## src/rtl/wake_pkg.sv

```systemverilog
package wake_pkg;
  typedef enum logic [2:0] {
    M_RESET  = 3'd0,
    M_HIGH   = 3'd1,
    M_MEDIUM = 3'd2,
    M_SUBACT = 3'd3,
    M_WATCH  = 3'd4,
    M_HWSTBY = 3'd5,
    M_SETTLE = 3'd6
  } mode_e;

  localparam int STS_W = 3;
endpackage

```

## src/rtl/wake_detect.sv

```systemverilog
module wake_detect #(
  parameter int NUM_IRQ = 6,
  parameter int NUM_PER = 4
) (
  input  logic               wdt_ovf,
  input  logic               nmi,
  input  logic [NUM_IRQ-1:0] irq,
  input  logic [NUM_IRQ-1:0] irq_en,
  input  logic [NUM_PER-1:0] per_req,
  input  logic [NUM_PER-1:0] per_en,
  input  logic               cpu_mask,
  output logic               wake
);
  logic [NUM_IRQ-1:0] irq_q;
  logic [NUM_PER-1:0] per_q;

  genvar gi;
  generate
    for (gi = 0; gi < NUM_IRQ; gi++) begin : g_irq
      assign irq_q[gi] = irq[gi] & irq_en[gi];
    end
    for (gi = 0; gi < NUM_PER; gi++) begin : g_per
      assign per_q[gi] = per_req[gi] & per_en[gi] & ~cpu_mask;
    end
  endgenerate

  assign wake = wdt_ovf | nmi | (|irq_q) | (|per_q);
endmodule

```

## src/rtl/settle_timer.sv

```systemverilog
module settle_timer #(
  parameter int SETTLE_BASE_LOG2 = 13
) (
  input  logic                     clk,
  input  logic                     rst_n,
  input  logic                     load,
  input  logic                     run,
  input  logic [wake_pkg::STS_W-1:0] sel,
  output logic                     done
);
  localparam int CW = SETTLE_BASE_LOG2 + 8;

  logic [CW-1:0] cnt_q, cnt_d;
  logic [CW-1:0] load_val;
  logic          cnt_en;

  assign load_val = (CW'(1) << (SETTLE_BASE_LOG2 + int'(sel))) - CW'(1);
  assign cnt_en   = load | (run & (cnt_q != '0));

  always_comb begin
    cnt_d = cnt_q;
    if (load)     cnt_d = load_val;
    else if (run) cnt_d = cnt_q - CW'(1);
  end

  always_ff @(posedge clk or negedge rst_n) begin
    if (!rst_n)      cnt_q <= '0;
    else if (cnt_en) cnt_q <= cnt_d;
  end

  assign done = run & (cnt_q == '0);
endmodule

```

## src/rtl/mode_fsm.sv

```systemverilog
module mode_fsm (
  input  logic           clk,
  input  logic           rst_n,
  input  logic           stby_n,
  input  logic           sleep_req,
  input  logic           wake,
  input  logic           low_speed_sel,
  input  logic           medium_sel,
  input  logic           settle_done,
  output wake_pkg::mode_e state,
  output logic           settle_load,
  output logic           exc_start
);
  import wake_pkg::*;

  mode_e state_d;
  logic  exc_d;

  always_comb begin
    state_d     = state;
    exc_d       = 1'b0;
    settle_load = 1'b0;
    if (!stby_n) begin
      state_d = M_HWSTBY;
    end else begin
      unique case (state)
        M_RESET: state_d = M_HIGH;
        M_HIGH, M_MEDIUM, M_SUBACT: begin
          if (sleep_req) state_d = M_WATCH;
        end
        M_WATCH: begin
          if (wake) begin
            if (low_speed_sel) begin
              state_d = M_SUBACT;
              exc_d   = 1'b1;
            end else if (medium_sel) begin
              state_d = M_MEDIUM;
              exc_d   = 1'b1;
            end else begin
              state_d     = M_SETTLE;
              settle_load = 1'b1;
            end
          end
        end
        M_SETTLE: begin
          if (settle_done) begin
            state_d = M_HIGH;
            exc_d   = 1'b1;
          end
        end
        M_HWSTBY: state_d = M_HWSTBY;
        default:  state_d = M_RESET;
      endcase
    end
  end

  always_ff @(posedge clk or negedge rst_n) begin
    if (!rst_n) begin
      state     <= M_RESET;
      exc_start <= 1'b0;
    end else begin
      state     <= state_d;
      exc_start <= exc_d;
    end
  end
endmodule

```

## src/rtl/wake_seq_top.sv

```systemverilog
module wake_seq_top #(
  parameter int NUM_IRQ          = 6,
  parameter int NUM_PER          = 4,
  parameter int SETTLE_BASE_LOG2 = 13
) (
  input  logic               clk,
  input  logic               rst_n,
  input  logic               stby_n,
  input  logic               sleep_req,
  input  logic               wdt_ovf,
  input  logic               nmi,
  input  logic [NUM_IRQ-1:0] irq,
  input  logic [NUM_IRQ-1:0] irq_en,
  input  logic [NUM_PER-1:0] per_req,
  input  logic [NUM_PER-1:0] per_en,
  input  logic               cpu_mask,
  input  logic               low_speed_sel,
  input  logic               medium_sel,
  input  logic [2:0]         sts_sel,
  input  logic               ope,
  output logic [2:0]         mode,
  output logic               clk_stable,
  output logic               exc_start,
  output logic               bus_oe
);
  import wake_pkg::*;

  logic  rst_s1, rst_i;
  logic  wake, settle_load, settle_done;
  mode_e state;

  always_ff @(posedge clk or negedge rst_n) begin
    if (!rst_n) begin
      rst_s1 <= 1'b0;
      rst_i  <= 1'b0;
    end else begin
      rst_s1 <= 1'b1;
      rst_i  <= rst_s1;
    end
  end

  wake_detect #(.NUM_IRQ(NUM_IRQ), .NUM_PER(NUM_PER)) u_det (
    .wdt_ovf(wdt_ovf), .nmi(nmi), .irq(irq), .irq_en(irq_en),
    .per_req(per_req), .per_en(per_en), .cpu_mask(cpu_mask), .wake(wake)
  );

  settle_timer #(.SETTLE_BASE_LOG2(SETTLE_BASE_LOG2)) u_tmr (
    .clk(clk), .rst_n(rst_i), .load(settle_load),
    .run(state == M_SETTLE), .sel(sts_sel), .done(settle_done)
  );

  mode_fsm u_fsm (
    .clk(clk), .rst_n(rst_i), .stby_n(stby_n), .sleep_req(sleep_req),
    .wake(wake), .low_speed_sel(low_speed_sel), .medium_sel(medium_sel),
    .settle_done(settle_done), .state(state), .settle_load(settle_load),
    .exc_start(exc_start)
  );

  always_comb begin
    mode = state;
    unique case (state)
      M_HIGH, M_MEDIUM, M_SUBACT: begin clk_stable = 1'b1; bus_oe = 1'b1; end
      M_WATCH, M_SETTLE:          begin clk_stable = 1'b0; bus_oe = ope;  end
      default:                    begin clk_stable = 1'b0; bus_oe = 1'b0; end
    endcase
  end
endmodule

```

## config.mk

```make
export PLATFORM = sky130hd
export DESIGN_NAME = wake_seq_top
export DESIGN_NICKNAME = d
export VERILOG_FILES = /design/src/rtl/wake_pkg.sv /design/src/rtl/wake_detect.sv /design/src/rtl/settle_timer.sv /design/src/rtl/mode_fsm.sv /design/src/rtl/wake_seq_top.sv
export SDC_FILE = /design/constraint.sdc
export NUM_CORES = 1
export LEC_CHECK = 0
export BUFFER_PORTS_ARGS = -buffer_cell sky130_fd_sc_hd__buf_2
export CAP_MARGIN = 15
export CORE_MARGIN = 2
export CORE_UTILIZATION = 50
export DETAILED_ROUTE_END_ITERATION = 6
export GPL_TIMING_DRIVEN = 0
export PLACE_DENSITY = 0.73
export SYNTH_ARGS = -nofsm -noshare
export SYNTH_HDL_FRONTEND = slang
export SYNTH_HIERARCHICAL = 1
export SYNTH_SLANG_ARGS = --single-unit
```

## constraint.sdc

```tcl
create_clock -name clk -period 2.1 [get_ports clk]
set_input_delay 0.42 -clock clk [delete_from_list [all_inputs] [get_ports clk]]
set_output_delay 0.42 -clock clk [all_outputs]
set_load 0.03 [all_outputs]
```

==> results of run 1 <==
## Yosys cell counts (4+ instances only)
library cell	instances
sky130_fd_sc_hd__nor4_2	4
sky130_fd_sc_hd__nor4_1	4
sky130_fd_sc_hd__nand3_1	4
sky130_fd_sc_hd__nor2_1	14
sky130_fd_sc_hd__clkbuf_1	13
sky130_fd_sc_hd__dfrtp_1	27
sky130_fd_sc_hd__o211ai_1	4
sky130_fd_sc_hd__xnor2_1	10
sky130_fd_sc_hd__xor2_1	4
sky130_fd_sc_hd__inv_1	5
sky130_fd_sc_hd__nand2b_1	6
sky130_fd_sc_hd__nor2b_1	5
sky130_fd_sc_hd__o21ai_0	19
sky130_fd_sc_hd__nand2_1	21
sky130_fd_sc_hd__or3_1	4
sky130_fd_sc_hd__a31oi_1	6
sky130_fd_sc_hd__and2_1	4
sky130_fd_sc_hd__a21oi_1	16
## kinds of logic (layout without fill, tap and decap cells)
| kind of cell | count (synthesis) | in the layout |
|---|---|---|
| buf+inv | 23 | 90 |
| fa+ha+maj | 3 | 3 |
| flops | 27 | 27 |
| mux | 4 | 4 |
| simple gates | 91 | 91 |
| other cells | 1 | 1 |
| xor+xnor | 14 | 14 |
| compound gates | 87 | 87 |
## power by group through the flow
stage               Clock [mW]  Combinational (mW)  Sequential, mW
finish                   0.307               0.491           0.795
global placement             0               0.403           0.786
detailed placement           0               0.412           0.792
CTS                      0.310               0.454           0.795
floorplan                    0               0.303           0.768
global route             0.327               0.535           0.811
## metrics by stage
step / power (mW) / setup WS, ps / utilization (%)
CTS: 1.56 / -53.0 / 65.0
global placement: 1.19 / -689 / 58.7
detailed placement: 1.20 / -690 / 58.7
floorplan: 1.07 / -278 / -
global route: 1.67 / -69.0 / 68.0
finish: 1.59 / 2.97 / 68.0
## flip-flops by register name, indices dropped and copies added (netlist names)
register,cells
u_tmr/cnt_q,21
u_fsm/state,3
rst_i,1
rst_s1,1
u_fsm/exc_start,1
## final cells by class
type	instances	area, um^2
clock inverters	1	5.00
well taps	52	65.1
multi-input cells	200	1580
plain buffers	15	96.3
repair buffers	65	418
flip-flops and latches	27	677
inverters	6	33.8
clock buffers	3	41.3
fillers	353	1380
## routing by layer
| metal | GRT usage (%) | routed length (um) |
|---|---|---|
| met4 | 10.5 | 207 |
| met2 | 43.6 | 3260 |
| met3 | 2.60 | 387 |
| met5 | 0 | 0 |
| met1 | 33.2 | 2480 |
## final timing paths
path / cells past startpoint / slack [ps] / endpoint
max: 12 / 3 / u_tmr/cnt_q[10]
min: 0 / 360 / rst_i
max reg2reg: 6 / 60 / u_tmr/cnt_q[15]
min reg2reg: 0 / 360 / rst_i
max in group asynchronous: 0 / 960 / u_fsm/state[2]
min in group asynchronous: 0 / 440 / u_tmr/cnt_q[6]
## what timing repair did
item | in CTS | in global routing
hold endpoints to repair | 2 | 0
pin swaps | 9 | 12
hold buffers | 1 | 0
endpoints found under the setup margin | 23 | 21
setup buffers | 16 | 10
gates resized for setup | 30 | 20
==> summary.json, run 1 <==
{
  "placed_design": {
    "post-dp-hpwl_um": 4170,
    "detailed_place.area_mm2": 0.00252,
    "gp_congestion": 0.900,
    "placement.io_buffers": 38,
    "numPlacedInstances": 340
  },
  "sta": {
    "hold_vio_cnt_final": 0,
    "worst_clock_skew_ps": 5.57,
    "layout_min_cycle_time_ps": 2100,
    "setup_repair_after_global_routing_missed_its_margin": "true",
    "max-slew-margin-rel_pct": 30.3,
    "fin_tns_setup_ps": 0,
    "hold-worst-slack_ps": 356,
    "setup_violations": 0,
    "period_share_pct": 99.9,
    "worstMarginPinSlew_ps": 1050,
    "max_freq_mhz": 477,
    "slew_violations": 0
  },
  "floorplanning": {
    "die_w_um": 70.3,
    "die_y_um": 70.3,
    "dieArea_mm2": 0.00495,
    "coreArea_mm2": 0.00429,
    "initial_utilization_pct": 51.3,
    "placementRows": 24,
    "io_pins": 39
  },
  "grt": {
    "globalRoute.totalOverflow": 0,
    "grt_antenna_before_repair": 0,
    "first_global_vias": 2093,
    "grt_max_degree": 26,
    "wire_length_of_the_first_global_routing_pass_um": 10200,
    "grt_util_all_layers_pct": 25.6
  },
  "synthesis": {
    "post_synth_fa_ha_maj_area_fraction_pct": 1.71,
    "yosys-mux-area-fraction_pct": 1.93,
    "yosys-top-cells-area": "sky130_fd_sc_hd__dfrtp_1 31%, sky130_fd_sc_hd__o21ai_0 4.3%, sky130_fd_sc_hd__xnor2_1 4.0%",
    "largest_family_of_logic_cells_by_synthesized_area": "compound AO/OA/AOI/OAI gates",
    "ffs_w_async_s_r_synth_pct": 100,
    "xor_xnor_cell_area_share_of_the_yosys_netlist_pct": 5.57,
    "yosysTopAreaCellShare_pct": 30.7,
    "syn_area_mm2": 0.00220,
    "yosys_warnings": 6,
    "synth_seq_area_share_pct": 30.7,
    "yosys_register_bits": 27,
    "synth_cells": 250,
    "post-synth-top-area-cell": "sky130_fd_sc_hd__dfrtp_1",
    "synth_compound_area_share_pct": 28.7,
    "unique_masters_post_synth": 67,
    "mappedNetlistNets": 286,
    "synth-simple-area-share_pct": 26.9,
    "postSynthAreaPerCell_um2": 8.80,
    "synth_edf_count": 0,
    "postSynth.topFlopCell": "sky130_fd_sc_hd__dfrtp_1"
  },
  "pwr": {
    "power.net_switching_mw": 0.587,
    "share_seq_of_total_power_pct": 49.9,
    "peakVddDrop_v": 0.000299,
    "int_power_mw": 1.01,
    "cellLeakagePower_nw": 1.18,
    "power.share.combinational_pct": 30.8,
    "power.density_mw_per_mm2": 546,
    "clk_network_pwr_share_pct": 19.3,
    "power_switching_share_pct": 36.9
  },
  "worst_hold_path": {
    "hold_crit_class": "flop to flop",
    "worst_hold_startpoint": "rst_s1"
  },
  "worst_setup_path": {
    "critPathCaptureType": "flop",
    "data_arrival_time_of_the_critical_path_ps": 2260,
    "path_buf_inv": 3,
    "worst_ep_required_time_ps": 2260,
    "timing.critical_path.from_type": "input port",
    "largest_delay_contributor_family_on_the_critical_path": "compound AO/OA/AOI/OAI gates",
    "slowest_stage_cell_crit_path": "sky130_fd_sc_hd__a221oi_2",
    "critPathMaxFanout": 8,
    "slowest_delay_ps": 280,
    "r2r_start": "u_tmr/cnt_q[1]",
    "startpoint": "sts_sel[1]",
    "criticalPathCategory": "input port to flop",
    "cp_cell_sequence": "buf_8 -> and2_4 -> inv_8 -> ha_4 -> and2_4 -> nand2_2 -> ha_4 -> buf_8 -> a22o_1 -> a22o_1 -> a221oi_2 -> a21oi_1"
  },
  "cts": {
    "cts.sink_count": 27,
    "cts-root-buf": "sky130_fd_sc_hd__clkbuf_8",
    "total_cts_buffers": 3,
    "h-tree-depth": 1,
    "clock_pin_slew_reported_for_the_worst_setup_and_hold_paths_after_clock_tree_synthesis_ps": 100,
    "deepest_clock_path_buffer_count": 2,
    "tritoncts": "built",
    "clock_latency_reported_for_the_late_side_of_the_worst_skew_pair_ps": 280
  },
  "routing": {
    "drt_wl_total_um": 6330,
    "drt_first_iter_violations": 196,
    "detail_route.vias_per_cell": 6.28,
    "detailroute.via_count": 2316,
    "detail-route-antenna-nets": 0,
    "dr.pass1.iters": 5,
    "drcViolationCount": 0,
    "routedWlPerCell_um": 17.2
  },
  "finish": {
    "area_growth_pct": 32.6,
    "final_common_cell": "sky130_fd_sc_hd__buf_2",
    "antenna_cells_inserted": 0,
    "share_of_final_layout_standard_cells_stronger_than_drive_strength_1_pct": 39.1,
    "mostFrequentLayoutCells": "37 x sky130_fd_sc_hd__buf_2, 28 x sky130_fd_sc_hd__buf_4, 26 x sky130_fd_sc_hd__dfrtp_1",
    "post_layout_nonfiller_instances": 369,
    "fin_area_mm2": 0.00292,
    "final_nets": 354
  },
  "status": {
    "status": "completed"
  },
  "run": {
    "maxCapViolations": 0
  }
}
(Power assumes the default switching activity.)
==> inputs of run 2 (changes only) <==
==> constraint.sdc (replaced) <==
create_clock -name clk -period 2.1 [get_ports clk]
set_input_delay 0.105 -clock clk [delete_from_list [all_inputs] [get_ports clk]]
set_output_delay 0.105 -clock clk [all_outputs]
set_load 0.03 [all_outputs]
==> run 2 against run 1 <==
Power shrank 3.5%. Clock power is essentially flat. Sequential share of layout area grew 1.5 points. Die area is the same. Wire length shrank 8.2%.
==> summary.json, run 2 (synthesized netlist as in run 1, its figures left out) <==
{
  "worst_setup_path": {
    "timing.critical_path.from_type": "input port",
    "critPathCaptureType": "flop",
    "path_buf_inv": {"value": 4, "change": "+1"},
    "data_arrival_time_of_the_critical_path": {"value": 2190, "unit": "ps", "change": "-70 ps"},
    "cp_cell_sequence": "buf_4 -> and2_4 -> buf_8 -> inv_6 -> ha_2 -> and2_1 -> buf_4 -> nand2_1 -> ha_4 -> nor2b_2 -> a22o_1 -> a22o_1 -> a221oi_2 -> a21oi_1",
    "slowest_stage_cell_crit_path": "sky130_fd_sc_hd__ha_2",
    "largest_delay_contributor_family_on_the_critical_path": "compound AO/OA/AOI/OAI gates",
    "slowest_delay": {"value": 260, "unit": "ps", "change": "-20 ps"},
    "worst_ep_required_time": {"value": 2260, "unit": "ps", "change": "about the same"},
    "critPathMaxFanout": {"value": 7, "change": "-1"},
    "criticalPathCategory": "input port to flop"
  },
  "placed_design": {
    "detailed_place.area": {"value": 0.00247, "unit": "mm^2", "change": "-1.9%"},
    "placement.io_buffers": {"value": 38, "change": "unchanged"},
    "post-dp-hpwl": {"value": 4180, "unit": "um", "change": "+0.15%"},
    "numPlacedInstances": {"value": 340, "change": "unchanged"},
    "gp_congestion": {"value": 0.937, "change": "+4.1%"}
  },
  "cts": {
    "clock_latency_reported_for_the_late_side_of_the_worst_skew_pair": {"value": 280, "unit": "ps", "change": "about the same"},
    "total_cts_buffers": {"value": 3, "change": "unchanged"},
    "cts-root-buf": "sky130_fd_sc_hd__clkbuf_8",
    "clock_pin_slew_reported_for_the_worst_setup_and_hold_paths_after_clock_tree_synthesis": {"value": 100, "unit": "ps", "change": "about the same"},
    "cts.sink_count": {"value": 27, "change": "unchanged"},
    "deepest_clock_path_buffer_count": {"value": 2, "change": "unchanged"},
    "h-tree-depth": {"value": 1, "change": "unchanged"},
    "tritoncts": "built"
  },
  "sta": {
    "max-slew-margin-rel": {"value": 53.1, "unit": "%", "change": "+23 points"},
    "worst_clock_skew": {"value": 6.99, "unit": "ps", "change": "+1.42 ps"},
    "max_freq": {"value": 492, "unit": "MHz", "change": "+3.2%"},
    "setup_violations": {"value": 0, "change": "unchanged"},
    "worstMarginPinSlew": {"value": 702, "unit": "ps", "change": "-344 ps"},
    "fin_tns_setup": {"value": 0, "unit": "ps", "change": "unchanged"},
    "slew_violations": {"value": 0, "change": "unchanged"},
    "period_share": {"value": 96.7, "unit": "%", "change": "-3.1 points"},
    "layout_min_cycle_time": {"value": 2030, "unit": "ps", "change": "-65.3 ps"},
    "setup_repair_after_global_routing_missed_its_margin": "true",
    "hold_vio_cnt_final": {"value": 0, "change": "unchanged"}
  },
  "status": {
    "status": "completed"
  },
  "floorplanning": {
    "dieArea": {"value": 0.00495, "unit": "mm^2", "change": "unchanged"},
    "die_y": {"value": 70.3, "unit": "um", "change": "unchanged"},
    "placementRows": {"value": 24, "change": "unchanged"},
    "initial_utilization": {"value": 51.3, "unit": "%", "change": "unchanged"},
    "coreArea": {"value": 0.00429, "unit": "mm^2", "change": "unchanged"},
    "io_pins": {"value": 39, "change": "unchanged"},
    "die_w": {"value": 70.3, "unit": "um", "change": "unchanged"}
  },
  "routing": {
    "drt_wl_total": {"value": 5820, "unit": "um", "change": "-8.2%"},
    "dr.pass1.iters": {"value": 4, "change": "-1"},
    "detail-route-antenna-nets": {"value": 0, "change": "unchanged"},
    "drt_first_iter_violations": {"value": 198, "change": "+1.0%"},
    "routedWlPerCell": {"value": 16.4, "unit": "um", "change": "-4.6%"},
    "drcViolationCount": {"value": 0, "change": "unchanged"},
    "detail_route.vias_per_cell": {"value": 6.04, "change": "-3.8%"},
    "detailroute.via_count": {"value": 2144, "change": "-7.4%"}
  },
  "grt": {
    "globalRoute.totalOverflow": {"value": 0, "change": "unchanged"},
    "first_global_vias": {"value": 1966, "change": "-6.1%"},
    "grt_util_all_layers": {"value": 24.0, "unit": "%", "change": "-1.6 points"},
    "grt_max_degree": {"value": 26, "change": "unchanged"},
    "grt_antenna_before_repair": {"value": 0, "change": "unchanged"},
    "wire_length_of_the_first_global_routing_pass": {"value": 9570, "unit": "um", "change": "-6.3%"}
  },
  "finish": {
    "share_of_final_layout_standard_cells_stronger_than_drive_strength_1": {"value": 31.7, "unit": "%", "change": "-7.4 points"},
    "reg.largest.list": "u_tmr/cnt_q x21, u_fsm/state x3",
    "final_nets": {"value": 340, "change": "-4.0%"},
    "final_common_cell": "sky130_fd_sc_hd__buf_2",
    "largest_register": "u_tmr/cnt_q",
    "antenna_cells_inserted": {"value": 0, "change": "unchanged"},
    "post_layout_nonfiller_instances": {"value": 355, "change": "-3.8%"},
    "area_growth_pct": 24.7,
    "fin_area": {"value": 0.00274, "unit": "mm^2", "change": "-6.0%"},
    "mostFrequentLayoutCells": "37 x sky130_fd_sc_hd__buf_2, 26 x sky130_fd_sc_hd__dfrtp_1, 20 x sky130_fd_sc_hd__nand2_1",
    "largest_reg_flops": {"value": 21, "change": "unchanged"},
    "final_core_utilization": {"value": 63.9, "unit": "%", "change": "-4.1 points"}
  },
  "worst_hold_path": {
    "hold_crit_class": "input port to flop"
  },
  "pwr": {
    "power.density": {"value": 560, "unit": "mW/mm^2", "change": "+2.7%"},
    "post-layout-total-power": {"value": 1.54, "unit": "mW", "change": "-3.5%"},
    "cellLeakagePower": {"value": 1.07, "unit": "nW", "change": "-9.1%"},
    "peakVddDrop": {"value": 0.000273, "unit": "V", "change": "-8.9%"}
  },
  "run": {
    "maxCapViolations": {"value": 0, "change": "unchanged"}
  }
}
## run 2: changes by cell type in the layout (fill, tap and decap cells not counted), sizes merged
cell / previous run / this run
buf: 69 / 57
clkinv: 2 / 1
clkbuf: 13 / 12
## run 2: worst register-to-register path: stages, from the launching register on
cell                        delay [ps]
sky130_fd_sc_hd__dfrtp_1           420
sky130_fd_sc_hd__clkbuf_2          180
sky130_fd_sc_hd__nand3b_1          260
sky130_fd_sc_hd__nor4_4            420
sky130_fd_sc_hd__clkinv_2          230
sky130_fd_sc_hd__a41o_1            260
sky130_fd_sc_hd__a2bb2oi_1         130
## run 2: layer usage
metal	vias to the layer above	wire length (um)	global-route usage (%)	share of wire, %
met4	0	110	6.84	1.9
met1	1029	2630	33.9	45
met2	48	2880	39.5	50
li1	1058	-	-	-
met3	9	196	1.73	3.4
met5	-	0	0	0
## run 2: where the power goes
group	total (mW)	leakage [nW]	switching, mW	internal (mW)
registers	0.789	0.284	0.164	0.625
clock network	0.305	0.0228	0.168	0.136
logic	0.443	0.765	0.226	0.218
total	1.54	1.07	0.558	0.979
## run 2: path summary, 6_finish.rpt
path	start	endpoint	slack [ps]	depth (start not counted)
min in group asynchronous	rst_n	rst_s1	120	2
max in group asynchronous	rst_i	u_tmr/cnt_q[13]	1400	1
hold / removal	stby_n	u_fsm/state[2]	50	2
setup / recovery	sts_sel[1]	u_tmr/cnt_q[10]	70	14
setup reg to reg	u_fsm/state[0]	u_tmr/cnt_q[6]	80	6
hold reg to reg	rst_i	u_tmr/cnt_q[0]	220	0
## run 2: area by class of cell
cell class | instances | area, um^2
inverters | 6 | 28.8
multi-input cells | 200 | 1530
repair buffers | 51 | 305
fillers | 358 | 1550
flip-flops and latches | 27 | 677
clock buffers | 4 | 45.0
well taps | 52 | 65.1
plain buffers | 15 | 90.1
## run 2: repair_timing
item / 4_1_cts / 5_1_grt
buffers inserted: 2 / 9
endpoints found under the hold margin: 2 / 0
pin swaps: 1 / 5
gates resized for setup: 23 / 20
setup endpoints to repair: 19 / 22
hold buffers: 1 / 0
## run 2: stage by stage
stage | setup slack, ps | hold slack [ps]
floorplan | -79.7 | -191
global placement | -540 | -111
detailed placement | -597 | -108
CTS | -7.16 | 41.3
global route | -20.0 | 41.7
finish | 68.3 | 47.3
==> inputs of run 3 (changes only) <==
--- a/config.mk
+++ b/config.mk
@@ -7,6 +7,7 @@
 export LEC_CHECK = 0
 export BUFFER_PORTS_ARGS = -buffer_cell sky130_fd_sc_hd__buf_2
 export CAP_MARGIN = 15
+export CORE_ASPECT_RATIO = 1.1
 export CORE_MARGIN = 2
 export CORE_UTILIZATION = 50
 export DETAILED_ROUTE_END_ITERATION = 6
@@ -14,5 +15,4 @@
 export PLACE_DENSITY = 0.73
 export SYNTH_ARGS = -nofsm -noshare
 export SYNTH_HDL_FRONTEND = slang
-export SYNTH_HIERARCHICAL = 1
 export SYNTH_SLANG_ARGS = --single-unit
==> run 3 against run 2 <==
The flow now finishes with violations (negative setup slack). Non-clock buffer count increased by 12. Area after synthesis decreased by 3.0%. Sequential share of layout area decreased by 0.87 points. Combinational power increased by 93%. Die area decreased by 2.8%. Count of clock-buffer cells in the layout unchanged. Synthesized cell count increased by 1.6%. Hold slack improved by 1.5 ps. Flip-flop and latch count unchanged. Critical endpoint is now u_tmr.cnt_q[10].
==> summary.json, run 3 <==
{
  "sta": {
    "hold_vio_cnt_final": {"value": 0, "change": "unchanged"},
    "slew_violations": {"value": 0, "change": "unchanged"},
    "worst_clock_skew": {"value": 2.92, "unit": "ps", "change": "-4.07 ps"},
    "fin_tns_setup": {"value": -268, "unit": "ps", "change": "-268 ps"},
    "layout_min_cycle_time": {"value": 2260, "unit": "ps", "change": "+232 ps"},
    "setup_violations": {"value": 4, "change": "+4"},
    "setup_repair_after_global_routing_missed_its_margin": "true",
    "max_freq": {"value": 442, "unit": "MHz", "change": "-10%"},
    "period_share": {"value": 108, "unit": "%", "change": "+11 points"},
    "layout_setup_ws": {"value": -164, "unit": "ps", "change": "-232 ps"},
    "hold-worst-slack": {"value": 48.7, "unit": "ps", "change": "+1.49 ps"}
  },
  "grt": {
    "first_global_vias": {"value": 2084, "change": "+6.0%"},
    "grt_util_all_layers": {"value": 27.2, "unit": "%", "change": "+3.1 points"},
    "wire_length_of_the_first_global_routing_pass": {"value": 10100, "unit": "um", "change": "+5.1%"},
    "globalRoute.totalOverflow": {"value": 0, "change": "unchanged"},
    "grt_antenna_before_repair": {"value": 0, "change": "unchanged"},
    "grt_max_degree": {"value": 26, "change": "unchanged"}
  },
  "synthesis": {
    "yosys_register_bits": {"value": 27, "change": "unchanged"},
    "unique_masters_post_synth": {"value": 53, "change": "-21%"},
    "syn_area": {"value": 0.00214, "unit": "mm^2", "change": "-3.0%"},
    "synth_seq_area_share": {"value": 31.6, "unit": "%", "change": "+0.94 points"},
    "synth_cells": {"value": 254, "change": "+1.6%"},
    "postSynth.topFlopCell": "sky130_fd_sc_hd__dfrtp_1",
    "synth_most_common_cell": "sky130_fd_sc_hd__dfrtp_1",
    "postSynthAreaPerCell": {"value": 8.41, "unit": "um^2", "change": "-4.5%"},
    "ffs_w_async_s_r_synth": {"value": 100, "unit": "%", "change": "unchanged"},
    "synth_edf_count": {"value": 0, "change": "unchanged"},
    "post-synth-top-area-cell": "sky130_fd_sc_hd__dfrtp_1",
    "yosys-top-cells-area": "sky130_fd_sc_hd__dfrtp_1 32%, sky130_fd_sc_hd__o21ai_0 4.7%, sky130_fd_sc_hd__xor2_1 4.5%",
    "leading_cell_types_by_count_after_synthesis": "27 x sky130_fd_sc_hd__dfrtp_1, 20 x sky130_fd_sc_hd__nor2_1, 20 x sky130_fd_sc_hd__o21ai_0",
    "yosysTopAreaCellShare": {"value": 31.6, "unit": "%", "change": "+0.94 points"},
    "yosys_warnings": {"value": 0, "change": "-6"},
    "mappedNetlistNets": {"value": 290, "change": "+1.4%"}
  },
  "worst_setup_path": {
    "critPathMostFrequentCell": "sky130_fd_sc_hd__ha_4",
    "critPathMaxFanout": {"value": 2, "change": "-5"},
    "critPathCaptureType": "flop",
    "criticalPathCategory": "input port to flop",
    "slowest_stage_cell_crit_path": "sky130_fd_sc_hd__or4b_4",
    "data_arrival_time_of_the_critical_path": {"value": 2480, "unit": "ps", "change": "+290 ps"},
    "worst_ep_required_time": {"value": 2320, "unit": "ps", "change": "+60 ps"},
    "slowest_delay": {"value": 520, "unit": "ps", "change": "+260 ps"},
    "cp_cell_sequence": "clkbuf_16 -> and2_4 -> inv_4 -> ha_4 -> nand2_4 -> or4_4 -> ha_4 -> or4b_4 -> a21boi_2 -> o21ai_2 -> a211oi_2 -> a211o_1",
    "timing.critical_path.from_type": "input port"
  },
  "finish": {
    "area_growth_pct": 32.9,
    "final_nets": {"value": 352, "change": "+3.5%"},
    "largest_reg_flops": {"value": 21, "change": "unchanged"},
    "final_common_cell": "sky130_fd_sc_hd__buf_2",
    "share_of_final_layout_standard_cells_stronger_than_drive_strength_1": {"value": 34.6, "unit": "%", "change": "+2.9 points"},
    "largest_register": "u_tmr.cnt_q",
    "layout.area.seq": {"value": 676, "unit": "um^2", "change": "-0.18%"},
    "reg.largest.list": "u_tmr.cnt_q x21, u_fsm.state x3",
    "final_core_utilization": {"value": 70.6, "unit": "%", "change": "+6.7 points"},
    "antenna_cells_inserted": {"value": 0, "change": "unchanged"},
    "mostFrequentLayoutCells": "41 x sky130_fd_sc_hd__buf_2, 27 x sky130_fd_sc_hd__dfrtp_1, 23 x sky130_fd_sc_hd__buf_4",
    "nFillCells": {"value": 327, "change": "-8.7%"},
    "area_occupied_by_multi_input_gates": {"value": 0.00150, "unit": "mm^2", "change": "-2.0%"}
  },
  "floorplanning": {
    "io_pins": {"value": 39, "change": "unchanged"},
    "dieArea": {"value": 0.00481, "unit": "mm^2", "change": "-2.8%"},
    "coreArea": {"value": 0.00402, "unit": "mm^2", "change": "-6.3%"},
    "die_y": {"value": 72.5, "unit": "um", "change": "+3.1%"},
    "initial_utilization": {"value": 53.1, "unit": "%", "change": "+1.8 points"},
    "die_w": {"value": 66.3, "unit": "um", "change": "-5.7%"},
    "placementRows": {"value": 24, "change": "unchanged"}
  },
  "routing": {
    "detailroute.via_count": {"value": 2267, "change": "+5.7%"},
    "routedWlPerCell": {"value": 17.6, "unit": "um", "change": "+7.3%"},
    "drt_first_iter_violations": {"value": 239, "change": "+21%"},
    "drt_wl_total": {"value": 6450, "unit": "um", "change": "+11%"},
    "dr.pass1.iters": {"value": 5, "change": "+1"},
    "detail-route-antenna-nets": {"value": 0, "change": "unchanged"},
    "detail_route.vias_per_cell": {"value": 6.18, "change": "+2.3%"},
    "drcViolationCount": {"value": 0, "change": "unchanged"}
  },
  "cts": {
    "total_cts_buffers": {"value": 3, "change": "unchanged"},
    "clock_latency_reported_for_the_late_side_of_the_worst_skew_pair": {"value": 280, "unit": "ps", "change": "about the same"},
    "clock_pin_slew_reported_for_the_worst_setup_and_hold_paths_after_clock_tree_synthesis": {"value": 90, "unit": "ps", "change": "about the same"},
    "deepest_clock_path_buffer_count": {"value": 2, "change": "unchanged"},
    "tritoncts": "built",
    "cts.sink_count": {"value": 27, "change": "unchanged"},
    "h-tree-depth": {"value": 1, "change": "unchanged"},
    "cts-root-buf": "sky130_fd_sc_hd__clkbuf_8"
  },
  "placed_design": {
    "placement.io_buffers": {"value": 36, "change": "-5.3%"},
    "post-dp-hpwl": {"value": 4260, "unit": "um", "change": "+1.9%"},
    "place_worst_setup_slack": {"value": -1030, "unit": "ps", "change": "-431 ps"},
    "gp_congestion": {"value": 0.875, "change": "-6.6%"}
  },
  "pwr": {
    "post-layout-total-power": {"value": 2.10, "unit": "mW", "change": "+37%"},
    "clk_network_pwr_share": {"value": 14.5, "unit": "%", "change": "-5.3 points"},
    "power.density": {"value": 740, "unit": "mW/mm^2", "change": "+32%"},
    "power_switching_share": {"value": 41.1, "unit": "%", "change": "+4.8 points"},
    "peakVddDrop": {"value": 0.000285, "unit": "V", "change": "+4.4%"},
    "int_power": {"value": 1.24, "unit": "mW", "change": "+26%"},
    "power.share.combinational": {"value": 40.6, "unit": "%", "change": "+12 points"},
    "cellLeakagePower": {"value": 1.12, "unit": "nW", "change": "+4.9%"},
    "power.net_switching": {"value": 0.862, "unit": "mW", "change": "+55%"},
    "share_seq_of_total_power": {"value": 44.9, "unit": "%", "change": "-6.4 points"}
  },
  "run": {
    "maxCapViolations": {"value": 0, "change": "unchanged"}
  },
  "worst_hold_path": {
    "hold_crit_class": "input port to flop"
  },
  "status": {
    "status": "complete, but fails checks",
    "violations": "negative setup slack"
  }
}
-- run 3: cell types whose count changed after synthesis, sizes merged, moves of 6 or more --
cell and change:
mux2i +7, nand2 -7, nand2b -6, nand4 +6, nor2 +6, xor2 +7
-- run 3: worst paths after layout --
kind	slack, ps	startpoint	depth (start not counted)	end
max reg2reg	-60	u_tmr.cnt_q[9]	5	u_tmr.cnt_q[9]
max in group asynchronous	1460	rst_i	1	u_tmr.cnt_q[20]
min reg2reg	200	rst_i	0	u_tmr.cnt_q[8]
min in group asynchronous	130	rst_n	2	rst_i
min	50	stby_n	2	u_fsm.state[2]
max	-160	sts_sel[1]	12	u_tmr.cnt_q[10]
-- run 3: layer usage --
layer  vias to the layer above  routed length (um)  global-route usage (%)
met5                         -                   0                       0
met4                         0                 123                    8.39
met3                        11                 397                    2.95
met2                       118                3350                    48.0
met1                      1069                2580                    34.5
li1                       1069                   -                       -
-- run 3: logic make-up (layout without fill, tap and decap cells) --
kind of cell | Yosys count | after routing | share of synthesized area, %
other cells | 1 | 1 | 0.176
xor+xnor | 17 | 17 | 6.97
flops | 27 | 27 | 31.6
fa+ha+maj | 3 | 3 | 1.76
compound gates | 77 | 77 | 23.5
simple gates | 91 | 91 | 25.4
buf+inv | 27 | 88 | 5.33
mux | 11 | 11 | 5.27
-- run 3: layout make-up --
cell class | instances | share of cell area [%]
repair buffers | 63 | 14.3
flip-flops and latches | 27 | 23.8
well taps | 52 | 2.29
plain buffers | 15 | 4.19
inverters | 6 | 0.881
clock buffers | 4 | 1.59
multi-input cells | 200 | 52.9
-- run 3: metrics by stage --
step           instances  instance area [um^2]
2_1_floorplan        254                  2220
3_3_place_gp         342                  2470
3_5_place_dp         342                  2470
4_1_cts              353                  2620
5_1_grt              367                  2840
6_report             367                  2840
-- run 3: repair_timing --
item                                   4_1_cts  5_1_grt
pin swaps                                   12       19
endpoints found under the hold margin        2        0
gates resized for setup                     13       24
setup buffers                                9       15
setup endpoints to repair                   19       23
hold buffers                                 1        0
gates cloned                                 0        1
-- run 3: critical path: cells and delay by family --
family | cells | cell delay, ps
AND/OR/NAND/NOR | 4 | 1130
AO/OA/AOI/OAI | 4 | 640
adder cells (fa/ha/maj) | 2 | 460
buffers and inverters | 2 | 140
-- run 3: power groups by stage --
stage / Clock, mW / Combinational (mW) / Sequential (mW)
final: 0.304 / 0.853 / 0.943
after global routing: 0.329 / 0.946 / 0.962
after CTS: 0.303 / 0.764 / 0.919
after detailed placement: 0 / 0.736 / 0.923
after global placement: 0 / 0.722 / 0.912
after floorplan: 0 / 0.521 / 0.918
